`src/rtl/regmap_pkg.sv`:
```
package regmap_pkg;
  parameter int unsigned N_ENT  = 16;
  parameter int unsigned N_REGS = 32;
  parameter int unsigned N_CLS  = 2;
  localparam int unsigned REG_W = $clog2(N_REGS);
  localparam int unsigned IDX_W = $clog2(N_ENT);
  localparam int unsigned EW_W  = 2;

  typedef struct packed {
    logic             cls;
    logic [REG_W-1:0] key;
    logic [REG_W-1:0] tgt;
    logic [EW_W-1:0]  ew;
    logic             vec;
    logic             simd;
    logic             bank;
  } cfg_ent_t;

  typedef struct packed {
    logic [REG_W-1:0] tgt;
    logic [EW_W-1:0]  ew;
    logic             vec;
    logic             simd;
  } row_t;

  localparam int unsigned CFG_W = $bits(cfg_ent_t);
endpackage

```
`src/rtl/regmap_cfg_store.sv`:
```
module regmap_cfg_store
  import regmap_pkg::*;
(
  input  logic             clk_i,
  input  logic             rst_ni,
  input  logic             we_i,
  input  logic [IDX_W-1:0] wr_idx_i,
  input  cfg_ent_t         wr_data_i,
  input  logic [IDX_W-1:0] rd_idx_i,
  output cfg_ent_t         rd_o
);
  cfg_ent_t slot_q [N_ENT];

  for (genvar g = 0; g < N_ENT; g++) begin : g_slot
    always_ff @(posedge clk_i or negedge rst_ni) begin
      if (!rst_ni)                                 slot_q[g] <= '0;
      else if (we_i && wr_idx_i == IDX_W'(g))      slot_q[g] <= wr_data_i;
    end
  end

  assign rd_o = slot_q[rd_idx_i];
endmodule

```
`src/rtl/regmap_sequencer.sv`:
```
module regmap_sequencer
  import regmap_pkg::*;
(
  input  logic             clk_i,
  input  logic             rst_ni,
  input  logic             start_i,
  output logic             busy_o,
  output logic             clr_o,
  output logic             apply_o,
  output logic [IDX_W-1:0] idx_o
);
  typedef enum logic [1:0] {S_IDLE, S_CLEAR, S_APPLY} state_e;
  state_e           state_q;
  logic [IDX_W-1:0] idx_q;

  always_ff @(posedge clk_i or negedge rst_ni) begin
    if (!rst_ni) begin
      state_q <= S_IDLE;
      idx_q   <= '0;
    end else if (start_i) begin
      state_q <= S_CLEAR;  // any write restarts from the wipe
      idx_q   <= '0;
    end else begin
      unique case (state_q)
        S_CLEAR: state_q <= S_APPLY;
        S_APPLY: begin
          if (idx_q == IDX_W'(N_ENT - 1)) state_q <= S_IDLE;
          else                            idx_q   <= idx_q + 1'b1;
        end
        default: state_q <= S_IDLE;
      endcase
    end
  end

  assign busy_o  = state_q != S_IDLE;
  assign clr_o   = state_q == S_CLEAR;
  assign apply_o = state_q == S_APPLY;
  assign idx_o   = idx_q;
endmodule

```
`src/rtl/regmap_tables.sv`:
```
module regmap_tables
  import regmap_pkg::*;
(
  input  logic             clk_i,
  input  logic             rst_ni,
  input  logic             clr_i,
  input  logic             apply_i,
  input  cfg_ent_t         ent_i,
  input  logic             rd_cls_i,
  input  logic [REG_W-1:0] rd_reg_i,
  output row_t             rd_o
);
  row_t row_q [N_CLS][N_REGS];

  for (genvar c = 0; c < N_CLS; c++) begin : g_cls
    // bank 1 is reserved: such slots are skipped
    logic hit;
    assign hit = apply_i && !ent_i.bank && (ent_i.cls == 1'(c));

    always_ff @(posedge clk_i or negedge rst_ni) begin
      if (!rst_ni) begin
        for (int r = 0; r < N_REGS; r++) row_q[c][r] <= '0;
      end else if (clr_i) begin
        for (int r = 0; r < N_REGS; r++) row_q[c][r] <= '0;
      end else if (hit) begin
        row_q[c][ent_i.key] <= '{tgt: ent_i.tgt, ew: ent_i.ew,
                                 vec: ent_i.vec, simd: ent_i.simd};
      end
    end
  end

  assign rd_o = row_q[rd_cls_i][rd_reg_i];
endmodule

```
`src/rtl/regmap_lookup.sv`:
```
module regmap_lookup
  import regmap_pkg::*;
(
  input  logic             busy_i,
  input  logic [REG_W-1:0] reg_i,
  input  row_t             row_i,
  output logic [REG_W-1:0] start_o,
  output logic [EW_W-1:0]  ew_o,
  output logic             vec_o,
  output logic             simd_o,
  output logic             bank_o
);
  row_t eff;
  assign eff     = busy_i ? row_t'('0) : row_i;
  assign start_o = eff.vec ? eff.tgt : reg_i;
  assign ew_o    = eff.ew;
  assign vec_o   = eff.vec;
  assign simd_o  = eff.simd;
  assign bank_o  = 1'b0;  // only bank 0 is ever applied
endmodule

```
`src/rtl/regmap_builder.sv`:
```
module regmap_builder
  import regmap_pkg::*;
(
  input  logic             clk_i,
  input  logic             rst_ni,
  input  logic             cfg_we_i,
  input  logic [IDX_W-1:0] cfg_idx_i,
  input  logic [CFG_W-1:0] cfg_data_i,
  output logic             busy_o,
  input  logic             lk_cls_i,
  input  logic [REG_W-1:0] lk_reg_i,
  output logic [REG_W-1:0] lk_start_o,
  output logic [EW_W-1:0]  lk_ew_o,
  output logic             lk_vec_o,
  output logic             lk_simd_o,
  output logic             lk_bank_o
);
  cfg_ent_t         cur_ent;
  row_t             row;
  logic             clr, apply;
  logic [IDX_W-1:0] seq_idx;

  regmap_cfg_store u_store (
    .clk_i, .rst_ni,
    .we_i      (cfg_we_i),
    .wr_idx_i  (cfg_idx_i),
    .wr_data_i (cfg_ent_t'(cfg_data_i)),
    .rd_idx_i  (seq_idx),
    .rd_o      (cur_ent)
  );

  regmap_sequencer u_seq (
    .clk_i, .rst_ni,
    .start_i (cfg_we_i),
    .busy_o  (busy_o),
    .clr_o   (clr),
    .apply_o (apply),
    .idx_o   (seq_idx)
  );

  regmap_tables u_tbl (
    .clk_i, .rst_ni,
    .clr_i    (clr),
    .apply_i  (apply),
    .ent_i    (cur_ent),
    .rd_cls_i (lk_cls_i),
    .rd_reg_i (lk_reg_i),
    .rd_o     (row)
  );

  regmap_lookup u_lk (
    .busy_i  (busy_o),
    .reg_i   (lk_reg_i),
    .row_i   (row),
    .start_o (lk_start_o),
    .ew_o    (lk_ew_o),
    .vec_o   (lk_vec_o),
    .simd_o  (lk_simd_o),
    .bank_o  (lk_bank_o)
  );
endmodule

```
`config.mk`:
```
export PLATFORM = sky130hd
export DESIGN_NAME = regmap_builder
export DESIGN_NICKNAME = d
export VERILOG_FILES = /design/src/rtl/regmap_pkg.sv /design/src/rtl/regmap_cfg_store.sv /design/src/rtl/regmap_sequencer.sv /design/src/rtl/regmap_tables.sv /design/src/rtl/regmap_lookup.sv /design/src/rtl/regmap_builder.sv
export SDC_FILE = /design/constraint.sdc
export NUM_CORES = 1
export LEC_CHECK = 0
export BUFFER_PORTS_ARGS = -buffer_cell sky130_fd_sc_hd__buf_2
export CAP_MARGIN = 20
export CORE_UTILIZATION = 45
export CTS_CLUSTER_DIAMETER = 100
export CTS_CLUSTER_SIZE = 14
export DETAILED_ROUTE_END_ITERATION = 8
export GPL_ROUTABILITY_DRIVEN = 0
export GPL_TIMING_DRIVEN = 0
export MAX_ROUTING_LAYER = met4
export SYNTH_ARGS = -nofsm -noshare
export SYNTH_HDL_FRONTEND = slang
export SYNTH_SLANG_ARGS = --single-unit
```
`constraint.sdc`:
```
create_clock -name clk_i -period 7.1 [get_ports clk_i]
set_clock_uncertainty 0.15 [all_clocks]
set_input_delay 1.42 -clock clk_i [delete_from_list [all_inputs] [get_ports clk_i]]
set_output_delay 1.42 -clock clk_i [all_outputs]
set_load 0.05 [all_outputs]
```
==> metrics.md <==
| Metric | Value |
|---|---|
| Status | `finished with violations` |
| Failing checks | `design-rule violations, negative setup slack` |
| Final HPWL DP | `92,500 um` |
| Initial Util | `45.6%` |
| Worst endpoint required time | `between 5 and 6 ns` |
| RSZ-0062 raised after global routing | `no` |
| Flops & latches, synth | `~840` |
| Startpoint Class | `input port` |
| All-layer global routing usage | `a little under a third` |
| Period utilization | `100%` |
| Post-place setup slack | `-0.364 ns` |
| Vias in the first global route | `roughly 28,000` |
| Gates resized, CTS repair | `2` |
| Setup violations, final | `1` |
| Placed cell count | `about 4,200` |
| Max-cap violations | `0` |
| WS Path Type | `input port to output port` |
| CTS Hold Bufs | `0` |
| Row cnt | `109` |
| Critical Path Source | `lk_reg_i[0]` |
| Most common cell after layout, fill and taps aside | `dfrtp_1` |
| Worst r2r src | `u_seq.idx_o[1]` |
| DRC | `14` |
| Port Buffers | `33` |
| Die width | `301 um` |
| Area of the core | `0.0885 mm^2` |
| Clock Tree Root | `clkbuf_16` |
| Top_reg_cell synth | `dfrtp_1` |
| Area grow syn2layout | `10.1%` |
| Fillers | `between 7,000 and 8,000` |
| Total CTS buffers | `70` |
| Post-CTS Setup Bufs | `0` |
| Largest net degree at the start of global routing | `about 130` |
| DRT Wirelength | `between 100,000 and 150,000 um` |
| Syn Inst Count | `3,014` |
| Final std cells w/o fill | `around 4,300` |
| Critical path arrival | `5.53 ns` |
| Initial antenna violation count | `3` |
| Final worst slack | `-0.00348 ns` |
| Max Clock Freq | `0.141 GHz` |
| Commonest non-fill, non-tap cells in the layout | `dfrtp_1 (838), nand2_1 (612), mux2i_1 (548)` |
| Leak Pwr | `approximately 18 nW` |
| First-pass DRT Iterations | `8` |
| Synth warnings | `0` |
| Skew-Pair Late Insertion Delay | `between 0.6 and 0.7 ns` |
| GR Overflow Total | `0` |
| I/O pins | `40` |
| Area occupied by multi-input gates | `around 0.018 mm^2` |
| Vias | `around 27,000` |
| PwrDens | `244 mW/mm^2` |
| CTS Buffer Depth | `3` |
| Fraction of layout cells with a size suffix above 1 | `between 20% and 30%` |
| Post-synth EDFFs | `0` |
| H-tree lvl count | `3` |
| Sequential Area | `about 0.021 mm^2` |
| Hold path startpoint | `u_store.slot_q[123]` |
| TritonCTS sink count | `~840` |
| Final slew viol count | `0` |
| Worst Max-Slew Pin Slew | `1.23 ns` |
| Tmin final | `roughly 7.1 ns` |
| CTS tree | `built` |
| Final hold violation count | `0` |
| Antenna viol nets, final | `0` |
| Seq/Total Area, Yosys | `between 50 and 60%` |
| Synth Cell Area | `between 0.04 and 0.05 mm^2` |
| Die Y | `between 300 and 400 um` |
| Via/cell ratio | `6.29` |
| Die area | `0.0908 mm^2` |
| Mapped Nets | `3,044` |
| Fraction of registers with async set/reset | `100%` |
| DRT iter0 DRCs | `roughly 2,800` |
| Unique cell type count in the Yosys netlist | `50` |
| Syn Area/Cell | `between 10 and 15 um^2` |
| Crit-path max FO | `10` |
| Routed len/inst | `between 30 and 40 um` |
| Final net count | `3,179` |
| Worst Hold Class | `flip-flop to flip-flop` |
| CP Capture Type | `output port` |
| VDD IR max | `between 0.00015 and 0.0002 V` |
| Wire length of the first global-routing pass | `slightly below 200,000 um` |
| Clock-pin slew on the worst setup and hold paths | `around 0.05 ns` |
| Slew HR | `between 10% and 20%` |
## registers in the layout (all words and copies together) (netlist names)
name	cells
u_store.slot_q	256
u_seq.state_q	2
u_seq.idx_o	4
u_tbl.row_q	576
## cells by family after synthesis
logic type	count (synthesis)	synth area share (%)
and+or+nand+nor	776	8.98
DFF	838	52.0
AOI/OAI and AO/OA	90	1.84
other	1	0.00930
adders and majority gates	1	0.0310
muxes	1059	34.6
xor gates and xnor gates	3	0.0652
buffers and inverters	246	2.49
## per-stage QoR
stage	utilization [%]	power, mW	hold WS (ns)	area, um^2	TNS, ns
2_1_floorplan	-	6.43	0.324	40300	0
3_3_place_gp	47.4	7.14	0.331	41900	-
3_5_place_dp	48.0	7.27	0.339	42500	-0.429
4_1_cts	50.2	10.9	0.353	44400	0
5_1_grt	50.2	11.2	0.369	44400	0
6_report	50.2	10.8	0.349	44400	-0.00348
## critical path, stage by stage
cell and delay [ns]:
buf_2 0.13, buf_2 0.46, buf_2 0.46, buf_2 0.49
clkbuf_1 0.69, buf_8 0.25, mux4_2 0.33, mux4_2 0.47
nand2_1 0.17, a221oi_1 0.12, o21bai_1 0.26, buf_2 0.24
## layer usage
layer  up-vias  global-route usage (%)  share of wire [%]
met3       327                    5.40                7.6
met4         0                    14.8                5.7
met1     14600                    40.7                 41
li1      11000                       -                  -
met5         -                       -                  0
met2      1317                    45.4                 46
## synthesized netlist by cell type, types with 2 or more instances
master | n | area share (%)
and2_1 | 11 | 0.17
nor2_1 | 18 | 0.17
buf_2 | 41 | 0.51
nand4_1 | 9 | 0.14
o21bai_1 | 2 | 0.037
o21ai_1 | 8 | 0.099
or3_1 | 2 | 0.031
mux4_2 | 240 | 13
o2bb2ai_1 | 48 | 1.0
buf_4 | 6 | 0.11
xor2_1 | 2 | 0.043
clkbuf_1 | 179 | 1.7
buf_1 | 17 | 0.16
nand2_1 | 612 | 5.7
or2_0 | 2 | 0.031
dfrtp_1 | 838 | 52
mux2i_1 | 548 | 14
nand2_4 | 4 | 0.11
and3_1 | 2 | 0.031
nor3_1 | 11 | 0.14
a21oi_1 | 3 | 0.037
a221oi_1 | 5 | 0.11
nand3_1 | 18 | 0.22
nand2b_1 | 9 | 0.14
nand3b_1 | 2 | 0.037
nor2_4 | 58 | 1.6
nor2b_1 | 9 | 0.14
mux2_2 | 270 | 7.5
a22oi_1 | 16 | 0.30
nor3_4 | 4 | 0.16
## cell type report
| cell class | count | share of cell area [%] |
|---|---|---|
| Clock buffer | 74 | 4.17 |
| Antenna cell | 2 | 0.0113 |
| Multi-Input combinational cell | 1930 | 41.4 |
| Timing Repair Buffer | 63 | 1.52 |
| Clock inverter | 6 | 0.127 |
| Buffer | 244 | 2.26 |
| Inverter | 2 | 0.0169 |
| Sequential cell | 838 | 47.2 |
| Tap cell | 1165 | 3.28 |
## worst paths after layout
check,end,slack (ns),cells after the start
setup reg to reg,u_tbl.row_q[285],2.13,8
hold reg to reg,u_store.slot_q[123],0.35,1
min in group asynchronous,u_tbl.row_q[68],0.59,1
setup / recovery,lk_start_o[2],-0.003,12
hold / removal,u_store.slot_q[123],0.35,1
max in group asynchronous,u_store.slot_q[146],4.56,3
## power breakdown
part	switching (mW)	internal, mW
registers	0.181	5.13
clock network	1.76	1.85
logic	1.23	0.656
(Power assumes the default switching activity.)
